==> src/rtl/tsnap_pkg.sv <==
package tsnap_pkg;

    localparam int WORD_W = 32;
    localparam int TIME_W = 2 * WORD_W;
    localparam int EVT_W  = 5;
    localparam int NUM_CH = 2;

    localparam int CH_SLV = 0;
    localparam int CH_MST = 1;

    // bit positions shared by control (mask) and event (flag)
    localparam int BIT_SRST = 0;
    localparam int BIT_TGT  = 1;
    localparam int BIT_SLV  = 2;
    localparam int BIT_MST  = 3;
    localparam int BIT_PPS  = 4;

    localparam logic [EVT_W-1:0] EVT_IMPL  = 5'b11110;
    localparam logic [EVT_W-1:0] CTRL_IMPL = 5'b11111;

    typedef logic [TIME_W-1:0] stamp_t;

    typedef struct packed {
        logic [WORD_W-1:0] hi;
        logic [WORD_W-1:0] lo;
    } stamp_words_t;

    typedef enum logic [2:0] {
        SEL_CTRL   = 3'd0,
        SEL_EVENT  = 3'd1,
        SEL_TGT_LO = 3'd2,
        SEL_TGT_HI = 3'd3,
        SEL_SLV_LO = 3'd4,
        SEL_SLV_HI = 3'd5,
        SEL_MST_LO = 3'd6,
        SEL_MST_HI = 3'd7
    } reg_sel_e;

    function automatic logic irq_level(input logic [EVT_W-1:0] evt,
                                       input logic [EVT_W-1:0] ctrl);
        return |(evt & ctrl & EVT_IMPL);
    endfunction

    function automatic logic [WORD_W-1:0] widen(input logic [EVT_W-1:0] v);
        return {{(WORD_W-EVT_W){1'b0}}, v};
    endfunction

endpackage

==> src/rtl/tsnap_aux_chan.sv <==
module tsnap_aux_chan
    import tsnap_pkg::*;
#(
    parameter int SYNC_STAGES = 2
) (
    input  logic   clk,
    input  logic   rst,
    input  logic   clr,
    input  logic   aux_in,
    input  stamp_t sys_time,
    output logic   cap,
    output stamp_t snap
);

    logic [SYNC_STAGES-1:0] sync_q;
    logic                   prev_q;
    stamp_t                 snap_q;

    assign cap  = sync_q[SYNC_STAGES-1] & ~prev_q;
    assign snap = snap_q;

    always_ff @(posedge clk) begin
        if (rst) begin
            sync_q <= '0;
            prev_q <= 1'b0;
            snap_q <= '0;
        end else begin
            sync_q <= {sync_q[SYNC_STAGES-2:0], aux_in};
            prev_q <= sync_q[SYNC_STAGES-1];
            if (clr)
                snap_q <= '0;
            else if (cap)
                snap_q <= sys_time;
        end
    end

endmodule

==> src/rtl/tsnap_target_cmp.sv <==
module tsnap_target_cmp
    import tsnap_pkg::*;
(
    input  stamp_t now,
    input  stamp_t target,
    output logic   hit
);

    assign hit = (now >= target);

endmodule

==> src/rtl/tsnap_regs.sv <==
module tsnap_regs
    import tsnap_pkg::*;
(
    input  logic              clk,
    input  logic              rst,
    input  logic              wr,
    input  logic [2:0]        addr,
    input  logic [WORD_W-1:0] wdata,
    input  logic [EVT_W-1:0]  set_vec,
    input  stamp_t            snap_slv,
    input  stamp_t            snap_mst,
    output logic [WORD_W-1:0] rdata,
    output logic              irq,
    output logic [EVT_W-1:0]  ctrl_q,
    output logic [EVT_W-1:0]  evt_q,
    output stamp_t            tgt_q
);

    reg_sel_e         sel;
    logic [EVT_W-1:0] ack;
    stamp_words_t     tgt_w, slv_w, mst_w;
    logic             unused_wbits;

    assign sel          = reg_sel_e'(addr);
    assign ack          = (wr && sel == SEL_EVENT) ? wdata[EVT_W-1:0] : '0;
    assign tgt_w        = tgt_q;
    assign slv_w        = snap_slv;
    assign mst_w        = snap_mst;
    assign unused_wbits = ^wdata[WORD_W-1:EVT_W];

    always_ff @(posedge clk) begin
        if (rst) begin
            ctrl_q <= '0;
            evt_q  <= '0;
            tgt_q  <= '0;
        end else begin
            if (wr && sel == SEL_CTRL)
                ctrl_q <= wdata[EVT_W-1:0] & CTRL_IMPL;
            if (wr && sel == SEL_TGT_LO)
                tgt_q[WORD_W-1:0] <= wdata;
            if (wr && sel == SEL_TGT_HI)
                tgt_q[TIME_W-1:WORD_W] <= wdata;
            if (ctrl_q[BIT_SRST])
                evt_q <= '0;
            else
                evt_q <= ((evt_q & ~ack) | set_vec) & EVT_IMPL;
        end
    end

    always_comb begin
        case (sel)
            SEL_CTRL:   rdata = widen(ctrl_q);
            SEL_EVENT:  rdata = widen(evt_q);
            SEL_TGT_LO: rdata = tgt_w.lo;
            SEL_TGT_HI: rdata = tgt_w.hi;
            SEL_SLV_LO: rdata = slv_w.lo;
            SEL_SLV_HI: rdata = slv_w.hi;
            SEL_MST_LO: rdata = mst_w.lo;
            SEL_MST_HI: rdata = mst_w.hi;
            default:    rdata = '0;
        endcase
    end

    assign irq = irq_level(evt_q, ctrl_q);

endmodule

==> src/rtl/tsnap_event_ctrl.sv <==
module tsnap_event_ctrl
    import tsnap_pkg::*;
#(
    parameter int SYNC_STAGES = 2
) (
    input  logic              clk,
    input  logic              rst,
    input  logic [TIME_W-1:0] sys_time,
    input  logic              aux_slave_in,
    input  logic              aux_master_in,
    input  logic              pps_tick,
    input  logic              reg_wr,
    input  logic [2:0]        reg_addr,
    input  logic [WORD_W-1:0] reg_wdata,
    output logic [WORD_W-1:0] reg_rdata,
    output logic              irq
);

    logic [NUM_CH-1:0] aux_vec;
    logic [NUM_CH-1:0] cap_vec;
    stamp_t            snap_arr [NUM_CH];
    logic              tgt_hit;
    logic [EVT_W-1:0]  set_vec;
    logic [EVT_W-1:0]  ctrl_w;
    logic [EVT_W-1:0]  evt_w;
    stamp_t            tgt_w;

    assign aux_vec[CH_SLV] = aux_slave_in;
    assign aux_vec[CH_MST] = aux_master_in;

    generate
        for (genvar c = 0; c < NUM_CH; c++) begin : g_chan
            tsnap_aux_chan #(.SYNC_STAGES(SYNC_STAGES)) u_chan (
                .clk      (clk),
                .rst      (rst),
                .clr      (ctrl_w[BIT_SRST]),
                .aux_in   (aux_vec[c]),
                .sys_time (sys_time),
                .cap      (cap_vec[c]),
                .snap     (snap_arr[c])
            );
        end
    endgenerate

    tsnap_target_cmp u_cmp (
        .now    (sys_time),
        .target (tgt_w),
        .hit    (tgt_hit)
    );

    always_comb begin
        set_vec           = '0;
        set_vec[BIT_TGT]  = tgt_hit;
        set_vec[BIT_SLV]  = cap_vec[CH_SLV];
        set_vec[BIT_MST]  = cap_vec[CH_MST];
        set_vec[BIT_PPS]  = pps_tick;
    end

    tsnap_regs u_regs (
        .clk      (clk),
        .rst      (rst),
        .wr       (reg_wr),
        .addr     (reg_addr),
        .wdata    (reg_wdata),
        .set_vec  (set_vec),
        .snap_slv (snap_arr[CH_SLV]),
        .snap_mst (snap_arr[CH_MST]),
        .rdata    (reg_rdata),
        .irq      (irq),
        .ctrl_q   (ctrl_w),
        .evt_q    (evt_w),
        .tgt_q    (tgt_w)
    );

endmodule

==> config.mk <==
export PLATFORM = sky130hd
export DESIGN_NAME = tsnap_event_ctrl
export DESIGN_NICKNAME = d
export VERILOG_FILES = /design/src/rtl/tsnap_pkg.sv /design/src/rtl/tsnap_aux_chan.sv /design/src/rtl/tsnap_target_cmp.sv /design/src/rtl/tsnap_regs.sv /design/src/rtl/tsnap_event_ctrl.sv
export SDC_FILE = /design/constraint.sdc
export NUM_CORES = 1
export LEC_CHECK = 0
export ABC_CLOCK_PERIOD_IN_PS = 6000
export BUFFER_PORTS_ARGS = -buffer_cell sky130_fd_sc_hd__buf_4
export CORE_MARGIN = 2
export CORE_UTILIZATION = 59
export CTS_CLUSTER_SIZE = 10
export DETAILED_ROUTE_END_ITERATION = 8
export PLACE_DENSITY = 0.82
export SLEW_MARGIN = 5
export SYNTH_ARGS = -nofsm -noshare
export SYNTH_HDL_FRONTEND = slang
export SYNTH_SLANG_ARGS = --single-unit
==> constraint.sdc <==
create_clock -name clk -period 6 [get_ports clk]
set_input_delay 1.2 -clock clk [delete_from_list [all_inputs] [get_ports clk]]
set_output_delay 1.2 -clock clk [all_outputs]
set_load 0.02 [all_outputs]
==> impl_metrics.csv, run 1 <==
group,metric,value,unit
floorplan,die_ar,17700,µm²
timing,fmaxAchievable,0.261,GHz
critical_path,worstSetupPathType,"input pin to output port",
timing,timing.final.hold_violations,0,
drt,route.detailed.drc,0,
global_routing,total_routing_usage_gr,31.3,%
timing,layout_worst_path_cycle_share,63.8,%
synth,synth.avg_cell_area,7.70,µm²
flow_run,max_cap_viol_count,0,
synth,netlist.area_leader.share,42.1,%
synth,yosysTopAreaCell,"dfxtp_1",
floorplan,initial_core_util,59.7,%
floorplan,rows,47,
drt,routed_wirelength,28100,µm
drt,detailedRoute.firstPassIterationCount,5,
cells_and_area,antenna_cells,0,
clocking,clock_tree_from_tritoncts,"yes",
pwr,post-layout-total-power,3.04,mW
pwr,ir_worst_vdd,0.203,mV
floorplan,core,16500,µm²
clocking,cts_num_sinks,207,
critical_path,critical_path.endpoint_type,"output port",
critical_path,critPathArrivalTime,2630,ps
synth,synth_edf_count,0,
drt,drtIter0Drc,933,
drt,num_vias,9370,
synth,post-synth-top-count-cell,"nand2_1",
cells_and_area,non_filler_cells_in_the_finished_layout,1590,
cells_and_area,layout.cell_area.non_filler,11600,µm²
clocking,post_cts_hold_buffer_count,0,
place,place_ws,2210,ps
clocking,clkSlewWorstSetupHoldPaths,60,ps
global_routing,grt_start_max_net_pins,78,
drt,ant_nets,0,
floorplan,fp.dieH,133,µm
clocking,cts_htree_levels,1,
synth,ys.warnings.count,0,
timing,setup_tns,0,ps
cells_and_area,drive_gt1_share,14.5,%
timing,final.min_clock_period,3830,ps
synth,synthFlopType,"dfxtp_1",
outcome,outcome,"completed",
global_routing,grt_antenna_before_repair,0,
place,place.detailed.instances,1562,
timing,setup_viol,0,
clocking,cts_buffers,24,
timing,rsz0062_at_grt,"no",
floorplan,top_level_ports,138,
synth,netlist_instances,1278,
pwr,leakage,4.29,nW
critical_path,crit_path_max_fanout,29,
timing,rel_slew_slack,34.5,%
synth,synth.ff_latch_count,207,
hold_path,hold_class,"register to register",
clocking,clock_path_buffers,3,
global_routing,grt_remaining_overflow,0,
place,post_dp_cell_area,10900,µm²
cells_and_area,final_net_count,1537,
synth,netlist_top_cells_area,"dfxtp_1 (42%), nand2_1 (15%), a21oi_1 (11%)",
place,portBuffers,137,
clocking,ctsRootBufferMaster,"clkbuf_16",
timing,clock-skew-final,7.04,ps
critical_path,timing.critical_path.required,4800,ps
synth,postSynthNetCount,1447,
synth,synth.top_cells.by_count,"nand2_1 (404), a21oi_1 (221), dfxtp_1 (207)",
drt,drt-wirelength-per-cell,17.7,µm
timing,fin_ws,2170,ps
floorplan,overall_die_width,133,µm
global_routing,number_of_global_route_vias_before_repair,8817,
critical_path,startpoint_type,"input pin",
timing,tightestPinTransition,969,ps
global_routing,grt_first_pass_wirelength,44900,µm
place,dp_hpwl,18400,µm
clocking,cts_repair_resize_count,0,
drt,route.detailed.vias_per_inst,5.89,
cells_and_area,syn2layout_area_growth,17.5,%
cells_and_area,final_core_utilization,70.2,%
synth,ys_types,46,
pwr,pwr_density_cell,263,nW/µm²
synth,ys_seq_area_share,42.1,%
clocking,clock_latency,510,ps
timing,fin_worst_hold_slack,445,ps
clocking,post-cts-setup-buffers,0,
place,gpl.final_weighted_congestion,0.851,
timing,final-max-slew-violation-count,0,
synth,syn-cell-area,9830,µm²
synth,synth_async_sr_flop_share,0,%
[cells by family (layout without fill, tap and decap cells)]
kind of cell,count (synthesis),after routing,synth area share [%]
mux,17,17,2.66
simple gates,500,500,21.0
flops,207,207,42.1
fa+ha+maj,64,64,8.14
compound gates,335,335,19.8
buf+inv,155,247,6.23
[power by group]
part	internal [mW]	switching [mW]	total, mW
combinational	0.134	0.204	0.338
sequential	1.42	0.0268	1.44
clock	0.733	0.523	1.26
total	2.29	0.754	3.04
[sequential cells by signal (all words and copies together) (netlist names)]
| register | count |
|---|---|
| u_regs.evt_q | 4 |
| g_chan.u_chan.sync_q | 4 |
| u_regs.tgt_q | 64 |
| g_chan.u_chan.snap | 128 |
| g_chan.u_chan.prev_q | 2 |
| u_regs.ctrl_q | 5 |
[layout by cell type (no fill, tap or decap), types with 3 or more instances in the layout]
cell type | synthesis | routed
a22oi_1 | 83 | 83
dfxtp_1 | 207 | 207
and3_1 | 4 | 4
clkbuf_16 | 0 | 25
nand4_1 | 13 | 13
inv_1 | 66 | 66
nor4_1 | 4 | 4
ha_1 | 64 | 64
mux4_2 | 7 | 7
mux2_2 | 3 | 3
clkbuf_1 | 64 | 3
nor2b_1 | 11 | 9
buf_4 | 1 | 152
nand3_1 | 38 | 38
o21ai_0 | 9 | 9
nand2_1 | 404 | 404
a21o_1 | 7 | 7
a21oi_1 | 221 | 221
mux2i_1 | 7 | 7
nor2_1 | 10 | 10
[layout make-up]
cell class                      count  area [µm²]
Timing Repair Buffer              152        1140
Multi-Input combinational cell    916        5110
Clock buffer                       28         637
Sequential cell                   207        4140
Tap cell                          220         275
Fill cell                        1361        4910
Inverter                           67         251
[critical path: stages]
cell and delay, ps:
buf_4 230, inv_1 160, nor3_2 170, buf_4 410
a22oi_1 180, nand3_1 130, buf_4 140
[layer usage]
metal	vias to the layer above	routed length [µm]	track usage, %	part of all wire [%]
li1	4515	-	-	-
met1	4348	11300	41.1	40
met2	441	13300	52.2	47
met3	66	2750	5.48	9.8
met4	0	805	11.1	2.9
met5	-	0	0	0
[worst paths after layout]
kind / slack [ps] / end / cells past startpoint / start
max: 2170 / reg_rdata[30] / 7 / reg_addr[0]
min: 440 / g_chan[1].u_chan.sync_q[1] / 1 / g_chan[1].u_chan.sync_q[0]
max reg2reg: 3690 / u_regs.evt_q[1] / 8 / u_regs.tgt_q[5]
min reg2reg: 440 / g_chan[1].u_chan.sync_q[1] / 1 / g_chan[1].u_chan.sync_q[0]
Note: power is estimated with default switching activity, not from simulation.
==> run 2, diff against run 1 <==
--- a/config.mk
+++ b/config.mk
@@ -5,13 +5,13 @@
 export SDC_FILE = /design/constraint.sdc
 export NUM_CORES = 1
 export LEC_CHECK = 0
-export ABC_CLOCK_PERIOD_IN_PS = 6000
+export ABC_CLOCK_PERIOD_IN_PS = 3650
 export BUFFER_PORTS_ARGS = -buffer_cell sky130_fd_sc_hd__buf_4
 export CORE_MARGIN = 2
-export CORE_UTILIZATION = 59
+export CORE_UTILIZATION = 58
 export CTS_CLUSTER_SIZE = 10
 export DETAILED_ROUTE_END_ITERATION = 8
-export PLACE_DENSITY = 0.82
+export PLACE_DENSITY = 0.81
 export SLEW_MARGIN = 5
 export SYNTH_ARGS = -nofsm -noshare
 export SYNTH_HDL_FRONTEND = slang
==> constraint.sdc (replaced) <==
create_clock -name clk -period 3.65 [get_ports clk]
set_input_delay 0.73 -clock clk [delete_from_list [all_inputs] [get_ports clk]]
set_output_delay 0.73 -clock clk [all_outputs]
set_load 0.02 [all_outputs]
==> run 2 against run 1 <==
Net effect: routed wire length increased by 4.1%; first-iteration DRC count down 1.1%; sequential share of layout area is 0.21 points lower; sequential power is 65% higher; critical path depth decreased by 1.
==> impl_metrics.csv, run 2 (same netlist as run 1, synthesis figures left out) <==
group,metric,value,unit
cells_and_area,layout_common_cells,"nand2_1 (404), a21oi_1 (221), dfxtp_1 (207)",
global_routing,grt_antenna_before_repair,0,
critical_path,critical_path.endpoint_type,"output port",
flow_run,max_cap_viol_count,0,
global_routing,grt_start_max_net_pins,76,
critical_path,critical_path.cell_chain,"buf_4, and3_1, buf_4, a22oi_1, nand3_1, buf_4",
critical_path,r2r_setup_slack,1320,ps
cells_and_area,largest_register_ffs,128,
clocking,clock_path_buffers,3,
cells_and_area,layout_commonest_cell,"nand2_1",
clocking,clock_latency,510,ps
floorplan,overall_die_width,134,µm
drt,ant_nets,0,
place,dp_hpwl,19500,µm
timing,timing.final.hold_violations,0,
global_routing,grt_remaining_overflow,0,
critical_path,critical-path-top-delay-family,"simple AND/OR/NAND/NOR gates",
cells_and_area,drive_gt1_share,15.1,%
cells_and_area,syn2layout_area_growth,18.2,%
critical_path,critical_path.reg2reg.endpoint,"u_regs.evt_q[1]",
place,gpl.final_weighted_congestion,0.872,
drt,drtIter0Drc,923,
hold_path,hold_class,"input pin to register",
timing,final.min_clock_period,3300,ps
pwr,pwr_density_cell,432,nW/µm²
timing,fmaxAchievable,0.303,GHz
drt,num_vias,9553,
floorplan,top_level_ports,138,
timing,rsz0062_at_grt,"no",
clocking,clock_tree_from_tritoncts,"yes",
timing,final-max-slew-violation-count,0,
critical_path,timing.critical_path.required,2920,ps
cells_and_area,filler_cell_count,1397,
pwr,ir_worst_vdd,0.387,mV
drt,route.detailed.drc,0,
pwr,internal-power,3.76,mW
timing,tightestPinTransition,956,ps
clocking,clkSlewWorstSetupHoldPaths,60,ps
pwr,clockPowerShare,41.3,%
cells_and_area,antenna_cells,0,
floorplan,rows,47,
cells_and_area,final_net_count,1546,
floorplan,initial_core_util,59.3,%
critical_path,startpoint_type,"input pin",
pwr,p_sw,1.26,mW
clocking,post_cts_hold_buffer_count,0,
hold_path,min_path_cells,2,
clocking,cts_buffers,24,
critical_path,depth_of_the_worst_register_to_register_path,8,
pwr,share_seq_of_total_power,47.3,%
pwr,comb_power_share,11.4,%
drt,routed_wirelength,29300,µm
drt,drt-wirelength-per-cell,18.3,µm
timing,layout_worst_path_cycle_share,90.4,%
cells_and_area,final_core_utilization,70.1,%
global_routing,number_of_global_route_vias_before_repair,9105,
critical_path,critPathArrivalTime,2570,ps
critical_path,crit_path_max_fanout,24,
global_routing,total_routing_usage_gr,32.0,%
pwr,netSwitchingFraction,25.1,%
critical_path,cp_slowest_cell,"and3_1",
pwr,leakage,4.34,nW
hold_path,endpoint_with_the_worst_hold_slack,"g_chan[0].u_chan.sync_q[0]",
critical_path,total_buffers_and_inverters_traversed_by_the_critical_path,3,
timing,rel_slew_slack,36.2,%
critical_path,reg_to_reg_critical_path_startpoint,"u_regs.tgt_q[14]",
floorplan,die_ar,18000,µm²
timing,clock-skew-final,6.35,ps
critical_path,worst_path_most_repeated_cell,"buf_4",
drt,route.detailed.vias_per_inst,5.97,
clocking,cts_htree_levels,1,
global_routing,grt_first_pass_wirelength,46500,µm
timing,fin_worst_hold_slack,431,ps
critical_path,worstSetupPathType,"input pin to output port",
critical_path,critical_path.max_stage_delay,840,ps
clocking,ctsRootBufferMaster,"clkbuf_16",
clocking,cts_repair_resize_count,0,
hold_path,hp-start,"aux_slave_in",
timing,setup_tns,0,ps
place,portBuffers,137,
clocking,cts_num_sinks,207,
floorplan,fp.dieH,134,µm
floorplan,core,16600,µm²
drt,detailedRoute.firstPassIterationCount,7,
outcome,outcome,"completed",
timing,setup_viol,0,
clocking,post-cts-setup-buffers,0,
==> run 2: area by class of cell <==
type	count	area [µm²]	area share, %
inverters	67	251	2.16
repair buffers	161	1210	10.4
well taps	220	275	2.37
clock buffers	28	637	5.48
flip-flops and latches	207	4140	35.6
multi-input cells	916	5110	44.0
==> run 2: worst max-delay path by stage <==
stage | from | to | slack (ps) | cells after the start
2_1_floorplan | reg_addr[1] | reg_rdata[23] | 930 | 7
3_3_place_gp | reg_addr[2] | reg_rdata[13] | 450 | 6
3_5_place_dp | reg_addr[2] | reg_rdata[6] | 420 | 6
4_1_cts | reg_addr[2] | reg_rdata[6] | 420 | 6
5_1_grt | reg_addr[2] | reg_rdata[6] | 300 | 6
6_report | reg_addr[2] | reg_rdata[6] | 350 | 6
==> run 2: metal layers <==
metal	track usage (%)	wire [µm]	share of wire (%)
met1	42.1	11800	40
met2	53.4	13800	47
met3	5.67	2760	9.4
met4	10.5	916	3.1
met5	0	0	0
==> run 2: per-stage QoR <==
step	cell area, µm²	power [mW]	worst slack (ps)	instances
3_5_place_dp	11000	2.98	419	1571
6_report	11600	5.02	349	1599
2_1_floorplan	9830	2.72	929	1278
5_1_grt	11600	5.17	301	1599
3_3_place_gp	11000	2.96	453	1571
4_1_cts	11600	5.02	421	1599
==> run 2: power by group through the flow <==
stage	clock network, mW	registers (mW)	logic [mW]
2_1_floorplan	0	2.41	0.312
3_3_place_gp	0	2.42	0.546
3_5_place_dp	0	2.42	0.558
4_1_cts	2.09	2.37	0.562
5_1_grt	2.17	2.38	0.624
6_report	2.08	2.37	0.570
==> run 2: worst register-to-register path: stages (launching register included) <==
cell,delay [ps]
dfxtp_1,350
inv_1,50
ha_1,330
nand4_1,180
nor4_1,690
a21boi_0,340
o31a_1,170
o41ai_1,70
nand3_1,90
==> run 3, diff against run 2 <==
--- a/config.mk
+++ b/config.mk
@@ -8,11 +8,12 @@
 export ABC_CLOCK_PERIOD_IN_PS = 3650
 export BUFFER_PORTS_ARGS = -buffer_cell sky130_fd_sc_hd__buf_4
 export CORE_MARGIN = 2
-export CORE_UTILIZATION = 58
+export CORE_UTILIZATION = 59
 export CTS_CLUSTER_SIZE = 10
 export DETAILED_ROUTE_END_ITERATION = 8
 export PLACE_DENSITY = 0.81
 export SLEW_MARGIN = 5
 export SYNTH_ARGS = -nofsm -noshare
 export SYNTH_HDL_FRONTEND = slang
+export SYNTH_HIERARCHICAL = 1
 export SYNTH_SLANG_ARGS = --single-unit
==> run 3 against run 2 <==
Net effect: via count grew 5.1%; sequential share of layout area shrank 2.9 points; critical path depth is the same; largest cell class unchanged; clock power grew 4%; synthesized area grew 13%; combinational power grew 24%; setup slack gained 85 ps; first-iteration DRC count grew 10%; register-to-register slack lost 520 ps.
==> impl_metrics.csv, run 3 <==
group,metric,value,unit
timing,final-max-slew-violation-count,0,
timing,rel_slew_slack,31.1,%
pwr,ir_worst_vdd,0.346,mV
timing,clock-skew-final,10.5,ps
drt,num_vias,10000,
floorplan,top_level_ports,138,
global_routing,number_of_global_route_vias_before_repair,9727,
clocking,ctsRootBufferMaster,"clkbuf_16",
clocking,clock_tree_from_tritoncts,"yes",
place,dp_hpwl,21500,µm
flow_run,max_cap_viol_count,0,
synth,netlist_instances,1327,
critical_path,crit_path_end,"reg_rdata[1]",
timing,setup_viol,0,
cells_and_area,final_net_count,1601,
timing,layout_worst_path_cycle_share,88.1,%
drt,detailedRoute.firstPassIterationCount,5,
global_routing,grt_start_max_net_pins,76,
critical_path,critPathLaunch,"reg_addr[2]",
synth,syn-cell-area,11100,µm²
drt,route.detailed.drc,0,
clocking,post-cts-setup-buffers,0,
global_routing,grt_first_pass_wirelength,51100,µm
drt,routed_wirelength,32600,µm
cells_and_area,layout_common_cells,"nand2_1 (415), dfxtp_1 (207), buf_4 (163)",
cells_and_area,largest_register_ffs,128,
floorplan,core,18600,µm²
global_routing,grt_remaining_overflow,0,
global_routing,total_routing_usage_gr,32.2,%
synth,ys.warnings.count,6,
outcome,outcome,"completed",
floorplan,die_ar,19900,µm²
critical_path,crit_path_max_fanout,25,
critical_path,reg_to_reg_critical_path_startpoint,"u_regs/tgt_q[59]",
cells_and_area,drive_gt1_share,24.1,%
cells_and_area,filler_cell_count,1533,
timing,timing.final.hold_violations,0,
clocking,clock_path_buffers,3,
cells_and_area,syn2layout_area_growth,14.4,%
clocking,cts_num_sinks,207,
clocking,clock_latency,530,ps
cells_and_area,layout_commonest_cell,"nand2_1",
synth,postSynthNetCount,1496,
pwr,leakage,4.65,nW
timing,fmaxAchievable,0.311,GHz
clocking,clkSlewWorstSetupHoldPaths,50,ps
timing,rsz0062_at_grt,"no",
critical_path,critical_path.endpoint_type,"output port",
pwr,pwr_density_cell,414,nW/µm²
critical_path,critical_path.cell_chain,"buf_4, nor2b_1, a221oi_1, a221oi_1, nor2_1, buf_4",
critical_path,critical_path.reg2reg.endpoint,"u_regs/evt_q[1]",
timing,setup_tns,0,ps
critical_path,cp_slowest_cell,"nor2b_1",
critical_path,critical_path_depth,6,
critical_path,worstSetupPathType,"input pin to output port",
critical_path,depth_of_the_worst_register_to_register_path,9,
timing,tightestPinTransition,1030,ps
timing,final.min_clock_period,3220,ps
place,gpl.final_weighted_congestion,0.860,
critical_path,critical-path-top-delay-family,"simple AND/OR/NAND/NOR gates",
clocking,cts_buffers,25,
drt,drt-wirelength-per-cell,19.5,µm
floorplan,rows,50,
hold_path,hold_class,"input pin to register",
drt,ant_nets,0,
critical_path,r2r_setup_slack,800,ps
drt,drtIter0Drc,1016,
critical_path,timing.critical_path.required,2920,ps
synth,synth.avg_cell_area,8.34,µm²
critical_path,startpoint_type,"input pin",
floorplan,fp.dieH,141,µm
floorplan,initial_core_util,59.6,%
critical_path,critPathArrivalTime,2490,ps
timing,fin_worst_hold_slack,413,ps
floorplan,overall_die_width,141,µm
critical_path,critical_path.max_stage_delay,720,ps
cells_and_area,antenna_cells,0,
global_routing,grt_antenna_before_repair,1,
clocking,cts_htree_levels,1,
drt,route.detailed.vias_per_inst,6.00,
place,portBuffers,137,
clocking,post_cts_hold_buffer_count,0,
clocking,cts_repair_resize_count,0,
critical_path,total_buffers_and_inverters_traversed_by_the_critical_path,2,
## run 3: cell types whose count changed in the layout (fill, tap and decap cells not counted), sizes merged, moves of 10 or more
cell,previous run,this run
o21ai,9,27
nor2b,11,1
a221oi,1,11
a22oi,83,4
mux2,3,14
nand3,38,16
nand2,404,416
nor2,10,30
mux2i,7,58
## run 3: area by class of cell
cell class	instances	area (µm²)	area share [%]
tap	234	293	2.31
timing repair buffer	165	1260	9.98
sequential	207	4140	32.7
inverter	74	278	2.19
clock inverter	2	17.5	0.138
multi-input combinational	959	6010	47.5
clock buffer	32	652	5.15
## run 3: metal layers
metal,global-route usage [%],up-vias,wire [µm]
li1,-,4667,-
met1,42.4,4668,13100
met2,53.0,588,15000
met3,4.38,120,3030
met4,14.1,0,1440
met5,0,-,0
## run 3: report_power, final
part           switching, mW  leakage (nW)  total, mW  internal (mW)
registers             0.0438          1.68       2.37           2.33
logic                  0.430          2.65      0.707          0.277
clock network          0.923         0.325       2.16           1.23
## run 3: worst register-to-register path, cell delays in order, from the launching register on
cell	delay (ps)
dfxtp_1	370
inv_1	90
ha_1	320
nand4_1	160
or4_1	580
or3_1	350
or4_1	540
o21ai_1	170
a21oi_1	60
nor3_1	120
## run 3: stage by stage
| step | utilization (%) | total power [mW] | worst slack [ps] | cells | area [µm²] |
|---|---|---|---|---|---|
| after floorplan | - | 2.85 | 820 | 1327 | 11100 |
| after CTS | 68.1 | 5.24 | 526 | 1673 | 12700 |
| after global routing | 68.1 | 5.38 | 428 | 1673 | 12700 |
| final | 68.1 | 5.24 | 433 | 1673 | 12700 |
| after detailed placement | 64.5 | 3.11 | 427 | 1639 | 12000 |
| after global placement | 64.5 | 3.09 | 509 | 1639 | 12000 |
## run 3: worst min path at each step
| stage | end | from | depth (start not counted) | slack [ps] |
|---|---|---|---|---|
| after floorplan | g_chan[0].u_chan/sync_q[1] | g_chan[0].u_chan/sync_q[0] | 1 | 410 |
| after global placement | g_chan[1].u_chan/sync_q[1] | g_chan[1].u_chan/sync_q[0] | 1 | 410 |
| after detailed placement | g_chan[1].u_chan/sync_q[1] | g_chan[1].u_chan/sync_q[0] | 1 | 420 |
| after CTS | u_regs/tgt_q[0] | rst | 2 | 400 |
| after global routing | g_chan[1].u_chan/sync_q[0] | aux_master_in | 2 | 420 |
| final | g_chan[0].u_chan/sync_q[0] | aux_slave_in | 2 | 410 |
